<file path="src/rtl/dbg_seq_pkg.sv">
package dbg_seq_pkg;

    localparam int NCH    = 3;   // comparator match channels
    localparam int NSTG   = 3;   // intermediate states with a select register
    localparam int SC_W   = 4;   // select code width
    localparam int BANK_W = 2;   // bank-select width

    typedef enum logic [1:0] {
        ST_FIN = 2'b00,
        ST_S1  = 2'b01,
        ST_S2  = 2'b10,
        ST_S3  = 2'b11
    } seq_st_e;

    typedef enum logic [2:0] {
        T_NONE = 3'd0,
        T_S1   = 3'd1,
        T_S2   = 3'd2,
        T_S3   = 3'd3,
        T_FIN  = 3'd4
    } tgt_e;

    typedef tgt_e [NCH-1:0] route_t;

    typedef logic [SC_W-1:0] code_t;

    function automatic route_t mk_route(tgt_e t0, tgt_e t1, tgt_e t2);
        route_t r;
        r[0] = t0;
        r[1] = t1;
        r[2] = t2;
        return r;
    endfunction

    localparam route_t NO_ROUTE = {T_NONE, T_NONE, T_NONE};

    // State1 routing table
    function automatic route_t s1_route(code_t c);
        case (c)
            4'h0:    return mk_route(T_S2,   T_NONE, T_NONE);
            4'h1:    return mk_route(T_NONE, T_S2,   T_NONE);
            4'h2:    return mk_route(T_NONE, T_NONE, T_S2);
            4'h3:    return mk_route(T_FIN,  T_NONE, T_NONE);
            4'h4:    return mk_route(T_NONE, T_FIN,  T_NONE);
            4'h5:    return mk_route(T_NONE, T_NONE, T_FIN);
            4'h6:    return mk_route(T_S3,   T_NONE, T_NONE);
            4'h7:    return mk_route(T_NONE, T_S3,   T_NONE);
            4'h8:    return mk_route(T_NONE, T_NONE, T_S3);
            4'h9:    return mk_route(T_S2,   T_FIN,  T_NONE);
            4'hA:    return mk_route(T_NONE, T_S3,   T_FIN);
            4'hB:    return mk_route(T_S3,   T_NONE, T_S2);
            default: return NO_ROUTE;
        endcase
    endfunction

    // State2 routing table
    function automatic route_t s2_route(code_t c);
        case (c)
            4'h0:    return mk_route(T_S1,   T_NONE, T_NONE);
            4'h1:    return mk_route(T_NONE, T_S1,   T_NONE);
            4'h2:    return mk_route(T_NONE, T_NONE, T_S1);
            4'h3:    return mk_route(T_NONE, T_S3,   T_NONE);
            4'h4:    return mk_route(T_NONE, T_NONE, T_S3);
            4'h5:    return mk_route(T_NONE, T_NONE, T_FIN);
            4'h6:    return mk_route(T_FIN,  T_NONE, T_S1);
            4'h7:    return mk_route(T_FIN,  T_FIN,  T_NONE);
            4'hC:    return mk_route(T_FIN,  T_FIN,  T_S3);
            4'hF:    return mk_route(T_FIN,  T_FIN,  T_S1);
            default: return NO_ROUTE;
        endcase
    endfunction

    // State3 routing table
    function automatic route_t s3_route(code_t c);
        case (c)
            4'h0:    return mk_route(T_S1,   T_NONE, T_NONE);
            4'h1:    return mk_route(T_NONE, T_S1,   T_NONE);
            4'h2:    return mk_route(T_NONE, T_NONE, T_S1);
            4'h3:    return mk_route(T_FIN,  T_NONE, T_NONE);
            4'h4:    return mk_route(T_NONE, T_FIN,  T_NONE);
            4'h5:    return mk_route(T_NONE, T_NONE, T_FIN);
            4'h6:    return mk_route(T_S2,   T_NONE, T_NONE);
            4'h7:    return mk_route(T_NONE, T_S2,   T_NONE);
            4'h8:    return mk_route(T_NONE, T_NONE, T_S2);
            4'h9:    return mk_route(T_S1,   T_NONE, T_FIN);
            4'hA:    return mk_route(T_FIN,  T_S2,   T_NONE);
            default: return NO_ROUTE;
        endcase
    endfunction

    function automatic seq_st_e tgt_to_st(tgt_e t);
        case (t)
            T_S1:    return ST_S1;
            T_S2:    return ST_S2;
            T_S3:    return ST_S3;
            default: return ST_FIN;
        endcase
    endfunction

endpackage

</file>
<file path="src/rtl/dbg_seq_regs.sv">
module dbg_seq_regs
    import dbg_seq_pkg::*;
#(
    parameter int              ADDR_W   = 8,
    parameter int              DATA_W   = 8,
    parameter logic [ADDR_W-1:0] SEL_ADDR = 8'h27
) (
    input  logic                          clk,
    input  logic                          rst,
    input  logic                          lock,
    input  logic [BANK_W-1:0]             bank_sel,
    input  logic                          wr_en,
    input  logic [ADDR_W-1:0]             addr,
    input  logic [SC_W-1:0]               wdata,
    output logic [DATA_W-1:0]             rdata,
    output logic [NSTG-1:0][SC_W-1:0]     sc_all
);

    localparam int PAD_W = DATA_W - SC_W;

    logic addr_hit;
    logic bank_ok;
    logic wr_hit;

    assign addr_hit = (addr == SEL_ADDR);
    assign bank_ok  = (32'(bank_sel) < NSTG);
    assign wr_hit   = wr_en && addr_hit && bank_ok && !lock;

    for (genvar g = 0; g < NSTG; g++) begin : g_sc
        always_ff @(posedge clk) begin
            if (rst) begin
                sc_all[g] <= '0;
            end else if (wr_hit && (bank_sel == BANK_W'(g))) begin
                sc_all[g] <= wdata;
            end
        end
    end

    always_comb begin
        rdata = '0;
        if (addr_hit && bank_ok) begin
            rdata = {{PAD_W{1'b0}}, sc_all[bank_sel]};
        end
    end

endmodule

</file>
<file path="src/rtl/dbg_seq_route.sv">
module dbg_seq_route
    import dbg_seq_pkg::*;
(
    input  seq_st_e                      cur_st,
    input  logic [NSTG-1:0][SC_W-1:0]    sc_all,
    input  logic [NCH-1:0]               match_hit,
    input  logic [NCH-1:0]               match_en,
    output logic                         nxt_ok,
    output seq_st_e                      nxt_st
);

    route_t sel_route;
    route_t eff;
    tgt_e   win;

    always_comb begin
        case (cur_st)
            ST_S1:   sel_route = s1_route(sc_all[0]);
            ST_S2:   sel_route = s2_route(sc_all[1]);
            ST_S3:   sel_route = s3_route(sc_all[2]);
            default: sel_route = NO_ROUTE;
        endcase
    end

    for (genvar g = 0; g < NCH; g++) begin : g_gate
        assign eff[g] = (match_hit[g] && match_en[g]) ? sel_route[g] : T_NONE;
    end

    // Final wins; otherwise the lowest channel (scanned last) wins.
    always_comb begin
        win = T_NONE;
        for (int i = NCH - 1; i >= 0; i--) begin
            if (eff[i] != T_NONE) win = eff[i];
        end
        for (int i = 0; i < NCH; i++) begin
            if (eff[i] == T_FIN) win = T_FIN;
        end
    end

    assign nxt_ok = (win != T_NONE);
    assign nxt_st = tgt_to_st(win);

endmodule

</file>
<file path="src/rtl/dbg_seq_fsm.sv">
module dbg_seq_fsm
    import dbg_seq_pkg::*;
(
    input  logic     clk,
    input  logic     rst,
    input  logic     arm,
    input  logic     disarm,
    input  logic     nxt_ok,
    input  seq_st_e  nxt_st,
    output seq_st_e  cur_st,
    output logic     armed,
    output logic     fin_pulse
);

    always_ff @(posedge clk) begin
        if (rst) begin
            cur_st    <= ST_FIN;
            armed     <= 1'b0;
            fin_pulse <= 1'b0;
        end else begin
            fin_pulse <= 1'b0;
            if (disarm) begin
                armed <= 1'b0;
            end else if (arm) begin
                cur_st <= ST_S1;
                armed  <= 1'b1;
            end else if (armed && nxt_ok) begin
                cur_st <= nxt_st;
                if (nxt_st == ST_FIN) begin
                    armed     <= 1'b0;
                    fin_pulse <= 1'b1;
                end
            end
        end
    end

endmodule

</file>
<file path="src/rtl/dbg_seq_top.sv">
module dbg_seq_top
    import dbg_seq_pkg::*;
#(
    parameter int                ADDR_W   = 8,
    parameter int                DATA_W   = 8,
    parameter logic [ADDR_W-1:0] SEL_ADDR = 8'h27
) (
    input  logic                 clk,
    input  logic                 rst,
    input  logic                 arm,
    input  logic                 disarm,
    input  logic [NCH-1:0]       match_hit,
    input  logic [NCH-1:0]       match_en,
    input  logic [BANK_W-1:0]    bank_sel,
    input  logic                 bus_we,
    input  logic [ADDR_W-1:0]    bus_addr,
    input  logic [DATA_W-1:0]    bus_wdata,
    output logic [DATA_W-1:0]    bus_rdata,
    output logic [1:0]           seq_state,
    output logic                 armed,
    output logic                 final_pulse
);

    logic [NSTG-1:0][SC_W-1:0] sc_all;
    seq_st_e                   cur_st;
    seq_st_e                   nxt_st;
    logic                      nxt_ok;
    logic                      unused_wdata_hi;

    assign unused_wdata_hi = ^bus_wdata[DATA_W-1:SC_W];

    dbg_seq_regs #(
        .ADDR_W   (ADDR_W),
        .DATA_W   (DATA_W),
        .SEL_ADDR (SEL_ADDR)
    ) regs_i (
        .clk      (clk),
        .rst      (rst),
        .lock     (armed),
        .bank_sel (bank_sel),
        .wr_en    (bus_we),
        .addr     (bus_addr),
        .wdata    (bus_wdata[SC_W-1:0]),
        .rdata    (bus_rdata),
        .sc_all   (sc_all)
    );

    dbg_seq_route route_i (
        .cur_st    (cur_st),
        .sc_all    (sc_all),
        .match_hit (match_hit),
        .match_en  (match_en),
        .nxt_ok    (nxt_ok),
        .nxt_st    (nxt_st)
    );

    dbg_seq_fsm fsm_i (
        .clk       (clk),
        .rst       (rst),
        .arm       (arm),
        .disarm    (disarm),
        .nxt_ok    (nxt_ok),
        .nxt_st    (nxt_st),
        .cur_st    (cur_st),
        .armed     (armed),
        .fin_pulse (final_pulse)
    );

    assign seq_state = cur_st;

endmodule

</file>
<file path="config.mk">
export PLATFORM = sky130hd
export DESIGN_NAME = dbg_seq_top
export DESIGN_NICKNAME = d
export VERILOG_FILES = /design/src/rtl/dbg_seq_pkg.sv /design/src/rtl/dbg_seq_regs.sv /design/src/rtl/dbg_seq_route.sv /design/src/rtl/dbg_seq_fsm.sv /design/src/rtl/dbg_seq_top.sv
export SDC_FILE = /design/constraint.sdc
export NUM_CORES = 1
export LEC_CHECK = 0
export ABC_AREA = 1
export BUFFER_PORTS_ARGS = -buffer_cell sky130_fd_sc_hd__buf_4
export CAP_MARGIN = 0
export CORE_MARGIN = 3
export CORE_UTILIZATION = 55
export CTS_BUF_LIST = sky130_fd_sc_hd__clkbuf_8
export CTS_CLUSTER_SIZE = 10
export DETAILED_ROUTE_END_ITERATION = 8
export PLACE_DENSITY = 0.78
export SLEW_MARGIN = 15
export SYNTH_ARGS = -nofsm -noshare
export SYNTH_HDL_FRONTEND = slang
export SYNTH_SLANG_ARGS = --single-unit
</file>
<file path="constraint.sdc">
create_clock -name clk -period 2.44 [get_ports clk]
set_clock_uncertainty 0.15 [all_clocks]
set_input_delay 0.488 -clock clk [delete_from_list [all_inputs] [get_ports clk]]
set_output_delay 0.488 -clock clk [all_outputs]
set_load 0.05 [all_outputs]
</file>
==> results by group <==
Critical path
  • Worst Setup End Kind: flip-flop
  • Worst R2R Path Depth: 16
  • Buf/Inv on CP: 4
  • Critical path type: in -> reg
  • Flop2flop setup slack: 0.38 ns
  • CP Max Fanout: 5
  • Stages on worst setup path: 14
  • Worst path cell trace: buf_4, inv_1, nand2_2, nor3_4, nand3b_4, nor2_8, inv_6, nor2_8, inv_2, o211ai_2, ha_1, nor2_1, nand2_1, o211ai_1
  • Crit path DAT: 2.22 ns
  • Worst path most repeated cell: nor2_8
  • Delay-heaviest family, CP: simple AND/OR/NAND/NOR gates
  • Worst R2R End: fsm_i.cur_st[1]
  • Critical Path RT: 2.51 ns
  • Slowest stage delay, CP: 0.29 ns
  • Worst r2r src: fsm_i.cur_st[0]
  • Type of origin of the critical path: primary input
  • Crit-path slowest cell: ha_1
  • CP Launch Point: bus_addr[3]

Synthesis
  • Top-area cell type share of the netlist area: 0.342
  • #FFs+latches synth: 42
  • Unique cell type count in the Yosys netlist: 42
  • Ranking of synthesized cells by area: dfxtp_1, nand2_1, nand3_1
  • Yosys warning total: 0
  • Area leader, netlist: dfxtp_1
  • Syn_area_per_cell: 8.06 um2
  • Syn Inst Count: 305
  • Sequential-to-total area share from yosys stat: 0.342
  • Post-synth design cell area: 2460 um2

Outcome
  • Status: finished clean

Clock tree
  • CTS tree: done
  • Clock Path Buffers: 2
  • Post-CTS Hold Fix Bufs: 0
  • CTS Root Cell: clkbuf_8
  • Num CTS Buffers: 5
  • Clk Latency, worst-skew pair: 0.30 ns
  • H-tree depth: 2
  • Clock sink total: 42
  • Clk slew on worst S/H paths: 0.08 ns
  • Buffer count from post-CTS setup fixing: 0
  • Post_cts resized: 0

Hold path
  • Hold Crit Class: reg -> reg

Timing
  • Final setup TNS: 0 ns
  • RSZ-0062 raised after global routing: false
  • Final-report setup violation count: 0
  • Slew Limit Fails: 0
  • Hold Vio Cnt, Final: 0
  • Post-route setup slack: 0.291 ns
  • Part of the cycle the worst path needs: 0.881
  • FMAX: 465 MHz
  • Post-route minimum period: 2.15 ns

Place
  • Cells after DPL: 392
  • Setup WS pre-CTS: -0.0161 ns
  • Port Buf Inserts: 32
  • Detailed placement HPWL: 4150 um
  • Area after DPL: 2780 um2
  • RePlAce Congestion: 0.845

Drt
  • Routed WL per cell: 12.7 um
  • DRT Wirelength: 5090 um
  • Via density per instance: 5.14
  • Initial DRT Pass Iterations: 4
  • Vias: 2056
  • DRC: 0
  • Initial DRC count: 81
  • Routed Antenna Nets: 0

Floorplan
  • Site Rows: 23
  • Io pins: 41
  • Core footprint: 4140 um2
  • Initial Util: 0.593
  • DIE WIDTH: 72.8 um
  • Die H: 72.8 um
  • Die area: 5310 um2

Cells and area
  • Post-route cell area: 2890 um2
  • Area delta synth->final: 17.6%
  • Finished Layout Cells: 400
  • Share of layout cells above drive strength 1: 0.351
  • Diodes inserted: 0
  • Nets: 385

Job
  • Total of max-cap violations: 0

Global route
  • Largest net degree at the start of global routing: 21
  • First-pass GRT wire length: 8690 um
  • Total gr overflow: 0
  • Gr usage total: 0.212
  • Initial antenna violation count: 0
  • Vias in the first global route: 1984

Power
  • Worst vdd ir: 0.430 mV
  • Pleak: 0.00158 uW
  • Pwr/cell area: 477 nW/um2
-- final cells by class --
| type | instances | area [um2] |
|---|---|---|
| clock buffer | 5 | 68.8 |
| clock inverter | 3 | 43.8 |
| fill | 334 | 1250 |
| inverter | 50 | 203 |
| multi-input combinational | 207 | 1350 |
| sequential | 42 | 841 |
| tap | 50 | 62.6 |
| timing repair buffer | 43 | 323 |
-- worst register-to-register path: stages (launching register included) --
cell     delay (ns)
dfxtp_1        0.31
buf_4          0.26
inv_4          0.10
nor2_2         0.10
nand2_1        0.05
nand3_1        0.09
nor2_1         0.06
nand2_2        0.08
nand3_2        0.09
nor2_2         0.17
nand2_1        0.06
inv_1          0.05
nand2_1        0.06
nand2_2        0.07
nand2_2        0.07
a21oi_1        0.14
nor2_1         0.06
-- layout by cell type, fill, tap and decap left out, types with 2 or more instances in the layout --
cell type,synthesis,final
nor3_2,3,4
buf_4,6,43
ha_1,7,7
nor2_8,3,3
nand3_2,13,13
nand4_1,2,2
o21ai_0,4,4
nand2_1,51,51
o211ai_4,4,4
or2_2,6,6
clkbuf_8,0,5
inv_4,4,4
nor2_1,21,21
nor3_1,6,5
a21oi_1,3,3
dfxtp_1,42,42
nor2_2,3,3
inv_1,34,34
o211ai_2,8,8
nand3_1,38,38
conb_1,1,4
o221ai_1,2,2
inv_2,11,11
nand2_2,8,8
inv_6,1,2
o21ai_1,7,7
-- metrics by stage --
step,power [uW],util,hold slack [ns]
2_1_floorplan,807,-,0.409
3_3_place_gp,847,0.670,0.350
3_5_place_dp,850,0.670,0.352
4_1_cts,1390,0.697,0.350
5_1_grt,1430,0.697,0.372
6_report,1380,0.697,0.354
-- per-layer routing --
layer  global-route usage  up-vias  routed length (um)
li1                     -     1080                   -
met1                0.258      917                2170
met2                0.369       46                2580
met3               0.0496       13                 212
met4               0.0697        0                 116
met5                    0        -                   0
-- report_power, final --
group / switching, uW / internal (uW) / leakage [uW]
Combinational: 95.1 / 49.1 / 0.00118
Sequential: 1.79 / 688 / 0.000339
Clock: 238 / 306 / 0.0000585
Total: 335 / 1040 / 0.00158
-- cells in the mapped netlist --
library cell	count
nand2_1	51
buf_2	1
or2_1	1
ha_1	7
inv_6	1
and2_1	1
nor3_1	6
nor2_8	3
nand3_2	13
inv_1	34
nand3_1	38
nor2_1	21
o221ai_1	2
a21oi_1	3
or2_2	6
nand4_1	2
buf_12	1
nor2_4	1
nand3b_4	1
conb_1	1
o22ai_1	1
nor4_2	1
o211ai_4	4
a21oi_2	1
o21a_1	1
nand2_2	8
nor3_2	3
inv_4	4
inv_2	11
buf_4	6
o211ai_2	8
nand4_2	1
nor3_4	1
o21ai_1	7
nor2_2	3
a31oi_1	1
buf_6	1
nand2_4	1
o21ai_0	4
o211ai_1	1
dfxtp_1	42
nor4_1	1
-- kinds of logic (layout without fill, tap and decap cells) --
group | Yosys count | after routing | synth area share
compound gates | 33 | 33 | 0.126
fa+ha+maj | 7 | 7 | 0.0356
buf+inv | 59 | 101 | 0.116
flops | 42 | 42 | 0.342
other cells | 1 | 4 | 0.00153
simple gates | 163 | 163 | 0.379
-- how the worst min path moves through the flow --
stage                     start          endpoint  cells past startpoint
3_3_place_gp        fsm_i.armed       fsm_i.armed                      2
3_5_place_dp        fsm_i.armed       fsm_i.armed                      2
4_1_cts                     arm       fsm_i.armed                      3
6_report            fsm_i.armed       fsm_i.armed                      2
5_1_grt            bus_wdata[0]  regs_i.sc_all[4]                      3
2_1_floorplan  regs_i.sc_all[9]  regs_i.sc_all[9]                      4
Power figures use the tool's default switching activity.
